$ cat src/rtl/psw_pkg.sv
package psw_pkg;

  typedef enum logic [3:0] {
    PS_IDLE,
    PS_APPLY,
    PS_SETTLE,
    PS_LOCK,
    PS_DWELL,
    PS_NEXT,
    PS_PICK,
    PS_SHOW,
    PS_DONE
  } psw_state_e;

  function automatic int unsigned bits_to_cycles(input int unsigned bits,
                                                 input int unsigned word_w);
    return (bits + word_w - 1) / word_w;
  endfunction

  function automatic int unsigned max3(input int unsigned a,
                                       input int unsigned b,
                                       input int unsigned c);
    int unsigned m;
    m = (a > b) ? a : b;
    return (m > c) ? m : c;
  endfunction

endpackage

$ cat src/rtl/psw_timer.sv
module psw_timer #(
  parameter int CNT_W = 8
) (
  input  logic             clk,
  input  logic             rst,
  input  logic             clr_i,
  input  logic [CNT_W-1:0] limit_i,
  output logic             expired_o
);

  logic [CNT_W-1:0] cnt_q;

  always_ff @(posedge clk) begin
    if (rst || clr_i) begin
      cnt_q <= '0;
    end else if (cnt_q != limit_i) begin
      cnt_q <= cnt_q + CNT_W'(1);
    end
  end

  assign expired_o = (cnt_q == limit_i);

endmodule

$ cat src/rtl/psw_run_tracker.sv
module psw_run_tracker #(
  parameter int IDX_W = 5,
  parameter int LEN_W = 6
) (
  input  logic             clk,
  input  logic             rst,
  input  logic             clr_i,
  input  logic             upd_i,
  input  logic             good_i,
  input  logic [IDX_W-1:0] idx_i,
  output logic [IDX_W-1:0] best_start_o,
  output logic [LEN_W-1:0] best_len_o
);

  logic [IDX_W-1:0] cur_start_q, best_start_q;
  logic [LEN_W-1:0] cur_len_q, best_len_q;
  logic [IDX_W-1:0] run_start_n;
  logic [LEN_W-1:0] run_len_n;

  always_comb begin
    run_start_n = (cur_len_q == '0) ? idx_i : cur_start_q;
    run_len_n   = cur_len_q + LEN_W'(1);
  end

  always_ff @(posedge clk) begin
    if (rst || clr_i) begin
      cur_start_q  <= '0;
      cur_len_q    <= '0;
      best_start_q <= '0;
      best_len_q   <= '0;
    end else if (upd_i) begin
      if (good_i) begin
        cur_start_q <= run_start_n;
        cur_len_q   <= run_len_n;
        // strict compare: an equal-length later run does not displace the earlier one
        if (run_len_n > best_len_q) begin
          best_start_q <= run_start_n;
          best_len_q   <= run_len_n;
        end
      end else begin
        cur_len_q <= '0;
      end
    end
  end

  assign best_start_o = best_start_q;
  assign best_len_o   = best_len_q;

endmodule

$ cat src/rtl/psw_centre.sv
module psw_centre #(
  parameter int NUM_TAPS = 32,
  parameter int IDX_W    = 5,
  parameter int LEN_W    = 6
) (
  input  logic [IDX_W-1:0] best_start_i,
  input  logic [LEN_W-1:0] best_len_i,
  output logic [IDX_W-1:0] tap_o,
  output logic             none_o
);

  localparam int SUM_W = (LEN_W > IDX_W) ? LEN_W + 1 : IDX_W + 1;
  localparam logic [IDX_W-1:0] MID_TAP = IDX_W'(NUM_TAPS / 2);

  logic [LEN_W-1:0] half_len;
  logic [SUM_W-1:0] sum;

  always_comb begin
    none_o   = (best_len_i == '0);
    half_len = (best_len_i - LEN_W'(1)) >> 1;
    sum      = SUM_W'(best_start_i) + SUM_W'(half_len);
    tap_o    = none_o ? MID_TAP : sum[IDX_W-1:0];
  end

endmodule

$ cat src/rtl/phase_sweep_ctrl.sv
module phase_sweep_ctrl
  import psw_pkg::*;
#(
  parameter int unsigned NUM_TAPS    = 32,
  parameter int unsigned WORD_W      = 32,
  parameter int unsigned SETTLE_BITS = 32'd4194560,
  parameter int unsigned LOCK_BITS   = 32'd33554432,
  parameter int unsigned DWELL_BITS  = 32'd33554432,
  localparam int TAP_W = (NUM_TAPS > 2) ? $clog2(NUM_TAPS) : 1
) (
  input  logic             clk,
  input  logic             rst,
  input  logic             start_i,
  input  logic             sync_lost_i,
  input  logic             bit_error_i,
  output logic [TAP_W-1:0] tap_o,
  output logic             apply_o,
  output logic             done_o,
  output logic             fail_o,
  output logic [TAP_W-1:0] chosen_o
);

  localparam int unsigned SETTLE_CYC = bits_to_cycles(SETTLE_BITS, WORD_W);
  localparam int unsigned LOCK_CYC   = bits_to_cycles(LOCK_BITS, WORD_W);
  localparam int unsigned DWELL_CYC  = bits_to_cycles(DWELL_BITS, WORD_W);
  localparam int unsigned MAX_CYC    = max3(SETTLE_CYC, LOCK_CYC, DWELL_CYC);
  localparam int CNT_W = $clog2(MAX_CYC + 1);
  localparam int LEN_W = $clog2(NUM_TAPS + 1);
  localparam logic [TAP_W-1:0] LAST_TAP = TAP_W'(NUM_TAPS - 1);

  psw_state_e state_q, state_d;
  logic [TAP_W-1:0] tap_q, chosen_q;
  logic             apply_q, done_q, fail_q, verdict_q;
  logic [CNT_W-1:0] limit;
  logic             expired;
  logic             accept, busy_w, link_err;
  logic [TAP_W-1:0] best_start, centre_tap;
  logic [LEN_W-1:0] best_len;
  logic             none_good;

  assign accept   = start_i && ((state_q == PS_IDLE) || (state_q == PS_DONE));
  assign busy_w   = (state_q != PS_IDLE) && (state_q != PS_DONE);
  assign link_err = bit_error_i || sync_lost_i;

  always_comb begin
    unique case (state_q)
      PS_SETTLE: limit = CNT_W'(SETTLE_CYC - 1);
      PS_LOCK:   limit = CNT_W'(LOCK_CYC - 1);
      default:   limit = CNT_W'(DWELL_CYC - 1);
    endcase
  end

  psw_timer #(.CNT_W(CNT_W)) u_timer (
    .clk       (clk),
    .rst       (rst),
    .clr_i     (state_d != state_q),
    .limit_i   (limit),
    .expired_o (expired)
  );

  always_comb begin
    state_d = state_q;
    unique case (state_q)
      PS_IDLE, PS_DONE: if (start_i) state_d = PS_APPLY;
      PS_APPLY:         state_d = PS_SETTLE;
      PS_SETTLE: begin
        if (sync_lost_i)  state_d = PS_LOCK;
        else if (expired) state_d = PS_DWELL;
      end
      PS_LOCK: begin
        if (!sync_lost_i) state_d = PS_DWELL;
        else if (expired) state_d = PS_NEXT;
      end
      PS_DWELL: begin
        if (link_err || expired) state_d = PS_NEXT;
      end
      PS_NEXT:  state_d = (tap_q == LAST_TAP) ? PS_PICK : PS_APPLY;
      PS_PICK:  state_d = PS_SHOW;
      PS_SHOW:  state_d = PS_DONE;
      default:  state_d = PS_IDLE;
    endcase
  end

  psw_run_tracker #(.IDX_W(TAP_W), .LEN_W(LEN_W)) u_runs (
    .clk          (clk),
    .rst          (rst),
    .clr_i        (accept),
    .upd_i        (state_q == PS_NEXT),
    .good_i       (verdict_q),
    .idx_i        (tap_q),
    .best_start_o (best_start),
    .best_len_o   (best_len)
  );

  psw_centre #(.NUM_TAPS(NUM_TAPS), .IDX_W(TAP_W), .LEN_W(LEN_W)) u_centre (
    .best_start_i (best_start),
    .best_len_i   (best_len),
    .tap_o        (centre_tap),
    .none_o       (none_good)
  );

  always_ff @(posedge clk) begin
    if (rst) begin
      state_q   <= PS_IDLE;
      tap_q     <= '0;
      chosen_q  <= '0;
      apply_q   <= 1'b0;
      done_q    <= 1'b0;
      fail_q    <= 1'b0;
      verdict_q <= 1'b0;
    end else begin
      state_q <= state_d;
      apply_q <= (state_d == PS_APPLY) || (state_d == PS_SHOW);
      done_q  <= (state_d == PS_DONE);
      fail_q  <= (state_d == PS_DONE) && none_good;

      if (accept) begin
        tap_q <= '0;
      end else if (state_q == PS_NEXT && state_d == PS_APPLY) begin
        tap_q <= tap_q + TAP_W'(1);
      end else if (state_q == PS_PICK) begin
        tap_q    <= centre_tap;
        chosen_q <= centre_tap;
      end

      if (state_q == PS_APPLY) begin
        verdict_q <= 1'b0;
      end else if (state_q == PS_DWELL && !link_err && expired) begin
        verdict_q <= 1'b1;
      end
    end
  end

  assign tap_o    = tap_q;
  assign apply_o  = apply_q;
  assign done_o   = done_q;
  assign fail_o   = fail_q;
  assign chosen_o = chosen_q;

endmodule

$ cat config.mk
export PLATFORM = sky130hd
export DESIGN_NAME = phase_sweep_ctrl
export DESIGN_NICKNAME = d
export VERILOG_FILES = /design/src/rtl/psw_pkg.sv /design/src/rtl/psw_timer.sv /design/src/rtl/psw_run_tracker.sv /design/src/rtl/psw_centre.sv /design/src/rtl/phase_sweep_ctrl.sv
export SDC_FILE = /design/constraint.sdc
export NUM_CORES = 1
export LEC_CHECK = 0
export BUFFER_PORTS_ARGS = -buffer_cell sky130_fd_sc_hd__buf_2
export CAP_MARGIN = 0
export CELL_PAD_IN_SITES_DETAIL_PLACEMENT = 0
export CELL_PAD_IN_SITES_GLOBAL_PLACEMENT = 1
export CORE_MARGIN = 2
export CORE_UTILIZATION = 35
export CTS_CLUSTER_SIZE = 25
export DETAILED_ROUTE_END_ITERATION = 6
export PLACE_DENSITY = 0.62
export SKIP_CTS_REPAIR_TIMING = 1
export SYNTH_ARGS = -nofsm -noshare
export SYNTH_HDL_FRONTEND = slang
export SYNTH_SLANG_ARGS = --single-unit
$ cat constraint.sdc
create_clock -name clk -period 3.3 [get_ports clk]
set_input_delay 0.66 -clock clk [delete_from_list [all_inputs] [get_ports clk]]
set_output_delay 0.66 -clock clk [all_outputs]
set_load 0.02 [all_outputs]
==> results of run 1 <==
## sequential cells by signal (all words and copies together), names as in the netlist, 4 cells and up
signal	cells
u_timer.cnt_q	21
tap_o	5
u_runs.best_start_o	5
u_runs.best_len_o	6
u_runs.cur_len_q	6
u_runs.cur_start_q	5
chosen_o	5
state_q	4
## Yosys cell counts (all sizes together) (2+ instances only)
master    n  share of area (%)
a31oi     3               0.54
and3      3               0.54
o21ai    15                2.1
xnor2    25                6.3
or4       6                1.3
a32oi     2               0.50
and4      2               0.50
nand2    33                3.5
or3b      2               0.50
a211oi    9                1.9
nor2     56                7.4
a22oi     4               0.86
inv      22                2.4
o21a      4               0.86
nor3b     2               0.43
nor2b     7                1.3
nor3     18                2.7
xor2      3               0.75
nand4     6                1.5
nand3    16                2.3
dfxtp    61                 35
o32ai     2                1.0
nand4bb   2               0.64
and2      2               0.36
nand2b    2               0.36
clkbuf   17                1.8
nor4      9                1.8
buf       5                1.1
o31ai     2               0.57
or2       2               0.36
ha       17                6.1
a21o      2               0.43
mux2i    11                3.1
a21oi    27                3.9
## power by group
part | total (mW) | internal (mW) | switching (mW)
Sequential | 0.769 | 0.747 | 0.0224
Clock | 0.741 | 0.425 | 0.316
Combinational | 0.164 | 0.0646 | 0.0999
Total | 1.67 | 1.24 | 0.438
## kinds of logic after synthesis
family / Yosys count / share of synthesized area [%]
simple gates: 174 / 26.94
xor+xnor: 29 / 7.646
mux: 11 / 3.144
flops: 61 / 34.87
fa+ha+maj: 18 / 6.645
compound gates: 79 / 15.47
buf+inv: 44 / 5.287
## area by class of cell
cell class / count / share of cell area, %
sequential: 61 / 30.81
tap: 133 / 4.198
timing repair buffer: 30 / 4.609
multi-input combinational: 311 / 52.87
clock buffer: 10 / 3.220
inverter: 22 / 2.083
clock inverter: 6 / 2.210
## tightest hold or removal path, stage by stage, from the launching register on
cell     delay [ns]
dfxtp_1        0.31
nand2_1        0.05
a21oi_1        0.05
## layout by cell type (no fill, tap or decap), types with 3 or more instances in the layout
master / count
o21a_1: 4
a31oi_1: 3
buf_4: 13
ha_1: 17
a22oi_1: 4
nor2_1: 37
nand3_1: 16
nand2_1: 33
xnor2_1: 25
nor3_1: 17
nor2_2: 19
dfxtp_1: 61
buf_2: 17
o21ai_0: 15
inv_1: 22
nor2b_1: 7
xor2_1: 3
and3_1: 3
nor4_1: 8
clkbuf_8: 9
nand4_1: 5
a21oi_1: 27
a211oi_1: 9
mux2i_1: 11
or4_1: 6
## metal layers
metal  track usage, %  vias up  part of all wire [%]  routed length [um]
li1                 -     1502                     -                   -
met1            20.00     1394                    47                3891
met2            27.91       34                    49                4019
met3            4.073       10                   2.5                 205
met4            5.116        0                   1.5                 125
met5                0        -                     0                   0
## worst paths after layout
check             depth (start not counted)                end             start
hold reg to reg                           2        chosen_o[3]       chosen_o[3]
hold / removal                            2        chosen_o[3]       chosen_o[3]
setup reg to reg                          7  u_timer.cnt_q[10]  u_timer.cnt_q[8]
setup / recovery                          7  u_timer.cnt_q[10]  u_timer.cnt_q[8]
==> reports/results.ini, run 1 <==
[sta]
tns_ns=0
hold_viol_final=0
max_freq_mhz=356.8
fin_skew_ns=0.01159
fin_hold_ws_ns=0.4573
fin_crit_ns=2.802
tightestPinTransition_ns=0.6305
maxSlewHeadroom_pct=57.91
finalSetupViolCount=0
finalCritPeriodShare_pct=84.92
rsz0062_at_grt=false
worst_slack_ns=0.4976
maxSlewViolCount=0

[cells_and_area]
area_delta_synth_final_pct=13.18
fin_cells=573
multi_input_area_um2=2096
fin_nets=458
design_area_um2=3964
seq_area_um2=1221
fill_cells=1027
utilization_pct=40.74
diodes=0
drive_gt1_share_pct=17.73

[routing]
avgRoutedWirePerCell_um=14.38
dr.first_iter.drc_count=83
drc=0
via_count=2940
postRouteAntennaNets=0
drt-total-wl_mm=8.242
dr.pass1.iters=4
vias_per_cell=5.131

[global_route]
grt_antenna_before_repair=0
grt_max_degree=28
grt.overflow.total=0
grt_pass1_vias=3020
grt_pass1_wl_mm=14.37
grtUsageTotal_pct=16.26

[yosys]
synthFlopType=dfxtp_1
syn_avg_cell_area_um2=8.419
netlist_area_um2=3502
async_reset_ff_share_pct=0
yosysUniqueCellTypes=60
synthCells=416
ys_warn_count=0
syn_nets=439
ys_seq_area_share_pct=34.87
synth_seq_cells=61
synth_edf_count=0

[clock_network]
cts.sinks=61
clk_pin_slew_worst_paths_ns=0.08
tritoncts=yes
cts_buffer_depth=2
cts_buffers=9
htree_levels=3
cts_root_buffer=clkbuf_8
clk_latency_ns=0.35

[setup_path]
max_stage_delay_ns=0.59
worstPathRequired_ns=3.53
cp.arrival_ns=3.04
critPathBufInv=1
cpLargestDelayFamily=simple AND/OR/NAND/NOR gates
crit_chain=or4_1 -> or4_1 -> o32ai_4 -> nor4_2 -> o311ai_4 -> buf_4 -> nor2_2
crit_slowest_cell=or4_1
worstPathMaxFanout=9
crit_type=flip-flop to flip-flop
path_common_cell=or4_1
crit_path_end_kind=flip-flop
reg2reg_slack_ns=0.50
crit_path_start_kind=flip-flop

[placed_design]
portBuffers=17
dpl.hpwl_mm=5.955
dp.cells=557
place.gp.congestion=0.8025
post-place-ws_ns=0.4495
placed_area_um2=3749

[run]
drv_cap=0

[min_path]
min_path_type=flip-flop to flip-flop

[power]
power_mw=1.675
ir_drop_mv=0.1829
p_leak_nw=1.408
powerDensity_nw_per_um2=422.6

[floorplan]
start_util_pct=36.00
core_area_um2=9729
rows=36
dieArea_um2=10820
die_h_um=104.0
dieWidth_um=104.0
io_pins=18

[run_status]
status=finished clean

Note: power is estimated with default switching activity, not from simulation.
==> run 2: changes to the inputs <==
- PLACE_DENSITY: 0.62 -> 0.64
- clock period: 3.3 -> 2.3 ns (I/O delays scaled with it)
==> run 2 against run 1 <==
The flow now finishes with violations (setup timing); critical path depth grew 2; cell count up 10%; wire length increased by 11%; setup slack got worse by 0.69 ns; largest cell class unchanged.
==> reports/results.ini, run 2 (same netlist as run 1, synthesis figures left out) <==
[setup_path]
worstPathMaxFanout=4  ; was 9
crit_path_end_kind=flip-flop  ; unchanged
worstPathRequired_ns=2.52  ; was 3.53 ns
critPathBufInv=0  ; was 1
crit_chain=nor3_1 -> xnor2_1 -> ha_1 -> nor2b_1 -> o21a_1 -> o21a_1 -> or4_4 -> a32oi_2 -> a31oi_1  ; was or4_1 -> or4_1 -> o32ai_4 -> nor4_2 -> o311ai_4 -> buf_4 -> nor2_2
path_depth=9  ; was 7
path_common_cell=o21a_1  ; was or4_1
cpLargestDelayFamily=simple AND/OR/NAND/NOR gates  ; unchanged
crit_type=flip-flop to flip-flop  ; unchanged
cp.arrival_ns=2.71  ; was 3.04 ns
reg2reg_depth=9  ; was 7
crit_path_start_kind=flip-flop  ; unchanged
crit_slowest_cell=or4_4  ; was or4_1
max_stage_delay_ns=0.51  ; was 0.59 ns

[cells_and_area]
largest_register_ffs=21  ; unchanged
area_delta_synth_final_pct=33.69  ; was 13.18%
diodes=0  ; unchanged
mostFrequentLayoutCell=buf_4  ; was dfxtp_1
layout_common_cells=buf_4, dfxtp_1, nor2_1  ; was dfxtp_1, nor2_1, nand2_1
drive_gt1_share_pct=36.55  ; was 17.73%
fin_nets=517  ; was 458
regMostFlops=u_timer.cnt_q  ; unchanged

[routing]
dr.first_iter.drc_count=101  ; was 83
via_count=3176  ; was 2940
avgRoutedWirePerCell_um=14.48  ; was 14.38 um
drc=0  ; unchanged
vias_per_cell=5.033  ; was 5.131
postRouteAntennaNets=0  ; unchanged
drt-total-wl_mm=9.138  ; was 8.242 mm
dr.pass1.iters=4  ; unchanged

[power]
ir_drop_mv=0.2677  ; was 0.1829 mV
power_mw=2.371  ; was 1.675 mW
p_leak_nw=1.752  ; was 1.408 nW
powerDensity_nw_per_um2=506.4  ; was 422.6 nW/um^2

[sta]
max_freq_mhz=401.7  ; was 356.8 MHz
rsz0062_at_grt=true  ; was false
finalCritPeriodShare_pct=108.2  ; was 84.92%
fin_crit_ns=2.489  ; was 2.802 ns
maxSlewViolCount=0  ; unchanged
worst_slack_ns=-0.1894  ; was 0.4976 ns
tightestPinTransition_ns=0.5775  ; was 0.6305 ns
fin_skew_ns=0.01204  ; was 0.01159 ns
maxSlewHeadroom_pct=61.50  ; was 57.91%
fin_hold_ws_ns=0.4530  ; was 0.4573 ns
hold_viol_final=0  ; unchanged
finalSetupViolCount=24  ; was 0

[min_path]
min_path_type=input pin to flip-flop  ; was flip-flop to flip-flop
worstHoldPathCells=2  ; unchanged

[global_route]
grt_busiest_layer=met2  ; unchanged
grt_pass1_wl_mm=14.75  ; was 14.37 mm
globalRouteMet2Util_pct=25.89  ; was 27.91%
grt_max_degree=28  ; unchanged
use_met1_pct=23.49  ; was 20.00%
grtUsageTotal_pct=16.79  ; was 16.26%
grt.overflow.total=0  ; unchanged
grt_util_met3_pct=3.759  ; was 4.073%
grt_pass1_vias=2994  ; was 3020
grt_antenna_before_repair=0  ; unchanged

[floorplan]
core_area_um2=9729  ; unchanged
dieArea_um2=10820  ; unchanged
start_util_pct=36.00  ; unchanged
dieWidth_um=104.0  ; unchanged
rows=36  ; unchanged
die_h_um=104.0  ; unchanged
io_pins=18  ; unchanged

[clock_network]
cts.sinks=61  ; unchanged
cts_buffer_depth=2  ; unchanged
cts_buffers=9  ; unchanged
clk_latency_ns=0.35  ; about the same
htree_levels=3  ; unchanged
tritoncts=yes  ; unchanged
clk_pin_slew_worst_paths_ns=0.07  ; was 0.08 ns
cts_root_buffer=clkbuf_8  ; unchanged

[placed_design]
place.gp.congestion=0.8111  ; was 0.8025
portBuffers=17  ; unchanged
dpl.hpwl_mm=6.350  ; was 5.955 mm

[run]
drv_cap=0  ; unchanged

[run_status]
status=finished with violations  ; was finished clean
violations=setup timing

[run 2: changes by cell type in the layout (fill, tap and decap cells not counted), moves of 4 or more]
cell / before / now
a21oi_1: 27 / 23
a21oi_2: 0 / 4
buf_4: 13 / 63
dfxtp_1: 61 / 48
dfxtp_2: 0 / 11
ha_1: 17 / 11
ha_4: 0 / 4
inv_1: 22 / 18
or4_1: 6 / 2
or4_4: 0 / 4
[run 2: area by class of cell]
type	count	area, um^2
clock buffers	10	127.6
multi-input cells	311	2286
flip-flops and latches	61	1242
fillers	980	5047
repair buffers	89	721.9
inverters	22	85.08
clock inverters	5	52.55
well taps	133	166.4
[run 2: routing by layer]
| layer | routed length (um) | part of all wire [%] | up-vias |
|---|---|---|---|
| met4 | 93 | 1.0 | 0 |
| met2 | 4101 | 45 | 42 |
| met1 | 4656 | 51 | 1504 |
| li1 | - | - | 1623 |
| met3 | 285 | 3.1 | 7 |
| met5 | 0 | 0 | - |
[run 2: worst register-to-register path, stage by stage (launching register included)]
cell and delay (ns):
dfxtp_4 0.36, nor3_1 0.21, xnor2_1 0.16, ha_1 0.27, nor2b_1 0.13, o21a_1 0.20, o21a_1 0.19, or4_4 0.51
a32oi_2 0.24, a31oi_1 0.09
[run 2: stage by stage]
| step | utilization, % | TNS [ns] | setup slack, ns | instance area [um^2] | std cells |
|---|---|---|---|---|---|
| 5_1_grt | 48.12 | -4.918 | -0.3207 | 4682 | 631 |
| 6_report | 48.12 | -3.355 | -0.1894 | 4682 | 631 |
| 3_5_place_dp | 43.00 | -2.652 | -0.2369 | 4184 | 601 |
| 2_1_floorplan | - | -1.735 | -0.1243 | 3602 | 416 |
| 3_3_place_gp | 43.00 | -2.067 | -0.2192 | 4184 | 601 |
| 4_1_cts | 44.86 | -3.260 | -0.2763 | 4364 | 616 |
[run 2: power by group]
part	leakage, nW	internal [mW]	switching, mW
logic	1.16	0.166	0.199
registers	0.499	1.07	0.00872
clock network	0.0919	0.489	0.439
[run 2: final timing paths]
| check | startpoint | end | slack (ns) |
|---|---|---|---|
| setup / recovery | u_runs.best_len_o[1] | tap_o[4] | -0.19 |
| hold reg to reg | u_runs.cur_start_q[0] | u_runs.cur_start_q[0] | 0.46 |
| hold / removal | rst | state_q[2] | 0.45 |
| setup reg to reg | u_runs.best_len_o[1] | tap_o[4] | -0.19 |
==> run 3: changes to the inputs <==
- CELL_PAD_IN_SITES_DETAIL_PLACEMENT: 0 -> default
- CELL_PAD_IN_SITES_GLOBAL_PLACEMENT: 1 -> default
- PLACE_DENSITY: 0.64 -> 0.51
==> run 3 against run 2 <==
The run still ends with setup timing left; setup slack worse by 0.029 ns; sequential share of layout area is 0.32 points higher; flip-flop and latch count stayed put; die area stayed put; worst hold slack better by 0.0031 ns; utilization is 0.37 points lower; non-clock buffer count is 8 lower; power is 1.9% higher; critical path depth is 3 higher; largest cell class unchanged.
==> reports/results.ini, run 3 (same netlist as run 1, synthesis figures left out) <==
[power]
powerDensity_nw_per_um2=520.2  ; was 506.4 nW/um^2
p_leak_nw=1.740  ; was 1.752 nW
ir_drop_mv=0.3271  ; was 0.2677 mV
power_mw=2.417  ; was 2.371 mW

[floorplan]
rows=36  ; unchanged
io_pins=18  ; unchanged
die_h_um=104.0  ; unchanged
dieWidth_um=104.0  ; unchanged
core_area_um2=9729  ; unchanged
start_util_pct=36.00  ; unchanged
dieArea_um2=10820  ; unchanged

[sta]
worst_slack_ns=-0.2182  ; was -0.1894 ns
fin_skew_ns=0.01243  ; was 0.01204 ns
fin_crit_ns=2.518  ; was 2.489 ns
rsz0062_at_grt=true  ; unchanged
tns_ns=-2.630  ; was -3.355 ns
finalSetupViolCount=23  ; was 24
maxSlewHeadroom_pct=63.40  ; was 61.50%
finalCritPeriodShare_pct=109.5  ; was 108.2%
max_freq_mhz=397.1  ; was 401.7 MHz
tightestPinTransition_ns=0.5490  ; was 0.5775 ns
fin_hold_ws_ns=0.4561  ; was 0.4530 ns
hold_viol_final=0  ; unchanged
maxSlewViolCount=0  ; unchanged

[cells_and_area]
drive_gt1_share_pct=35.51  ; was 36.55%
mostFrequentLayoutCell=buf_4  ; unchanged
fin_cells=623  ; was 631
layout_common_cells=buf_4, dfxtp_1, nor2_1  ; unchanged
design_area_um2=4646  ; was 4682 um^2
diodes=0  ; unchanged
regMostFlops=u_timer.cnt_q  ; unchanged
fin_nets=509  ; was 517
area_delta_synth_final_pct=32.65  ; was 33.69%
largest_register_ffs=21  ; unchanged

[routing]
drc=0  ; unchanged
dr.pass1.iters=4  ; unchanged
avgRoutedWirePerCell_um=13.77  ; was 14.48 um
vias_per_cell=4.997  ; was 5.033
postRouteAntennaNets=0  ; unchanged
via_count=3113  ; was 3176
dr.first_iter.drc_count=99  ; was 101
drt-total-wl_mm=8.578  ; was 9.138 mm

[clock_network]
cts_buffers=9  ; unchanged
htree_levels=3  ; unchanged
clk_latency_ns=0.34  ; was 0.35 ns
cts.sinks=61  ; unchanged
cts_buffer_depth=2  ; unchanged
cts_root_buffer=clkbuf_8  ; unchanged
tritoncts=yes  ; unchanged
clk_pin_slew_worst_paths_ns=0.07  ; about the same

[setup_path]
crit_path_start_kind=flip-flop  ; unchanged
worstPathMaxFanout=3  ; was 4
worstPathRequired_ns=2.51  ; was 2.52 ns
crit_path_end_kind=flip-flop  ; unchanged
crit_type=flip-flop to flip-flop  ; unchanged
cp.arrival_ns=2.73  ; was 2.71 ns

[placed_design]
portBuffers=17  ; unchanged
place.gp.congestion=0.8426  ; was 0.8111
dp.cells=602  ; was 601
placed_area_um2=4204  ; was 4184 um^2
dpl.hpwl_mm=6.278  ; was 6.350 mm

[global_route]
grt_pass1_vias=2932  ; was 2994
grt_util_met3_pct=4.198  ; was 3.759%
grt_busiest_layer=met2  ; unchanged
grt_max_degree=28  ; unchanged
grt.overflow.total=0  ; unchanged
grtUsageTotal_pct=16.00  ; was 16.79%
use_met1_pct=21.15  ; was 23.49%
globalRouteMet2Util_pct=26.27  ; was 25.89%
grt_pass1_wl_mm=14.08  ; was 14.75 mm
grt_antenna_before_repair=0  ; unchanged

[run]
drv_cap=0  ; unchanged

[run_status]
violations=setup timing  ; unchanged
status=finished with violations  ; unchanged

[min_path]
min_path_type=flip-flop to flip-flop  ; was input pin to flip-flop

[run 3: per-layer routing]
metal,wire (um),vias up
li1,-,1598
met1,4234,1483
met2,4078,27
met3,202,5
met4,63,0
met5,0,-
[run 3: final timing paths]
check / startpoint / to / slack, ns / depth (start not counted)
setup / recovery: u_runs.best_len_o[0] / tap_o[4] / -0.22 / 12
hold / removal: u_runs.cur_start_q[1] / u_runs.cur_start_q[1] / 0.46 / 2
setup reg to reg: u_runs.best_len_o[0] / tap_o[4] / -0.22 / 12
hold reg to reg: u_runs.cur_start_q[1] / u_runs.cur_start_q[1] / 0.46 / 2
[run 3: cell type report]
| type | count | area, um^2 |
|---|---|---|
| well taps | 133 | 166.4 |
| clock buffers | 10 | 137.6 |
| inverters | 22 | 90.09 |
| clock inverters | 5 | 75.07 |
| flip-flops and latches | 61 | 1247 |
| repair buffers | 81 | 643.1 |
| multi-input cells | 311 | 2286 |
| fillers | 959 | 5084 |
[run 3: metrics by stage]
stage / util [%] / setup slack (ns)
2_1_floorplan: - / -0.1243
3_3_place_gp: 43.21 / -0.1634
3_5_place_dp: 43.21 / -0.2151
4_1_cts: 45.40 / -0.2443
5_1_grt: 47.75 / -0.3348
6_report: 47.75 / -0.2182
[run 3: critical path, stage by stage (launching register included)]
cell and delay [ns]:
dfxtp_2 0.37, inv_4 0.06, ha_4 0.26, inv_2 0.04, ha_4 0.15, inv_2 0.05
fa_2 0.19, nor2b_1 0.05, o21a_1 0.19, o21a_1 0.19, or4_4 0.51, a32oi_2 0.24
a31oi_1 0.09
[run 3: power by group]
part	total [mW]	switching (mW)	internal [mW]
Clock	1.04	0.411	0.628
Sequential	1.08	0.00828	1.07
Combinational	0.302	0.179	0.123
Total	2.42	0.599	1.82
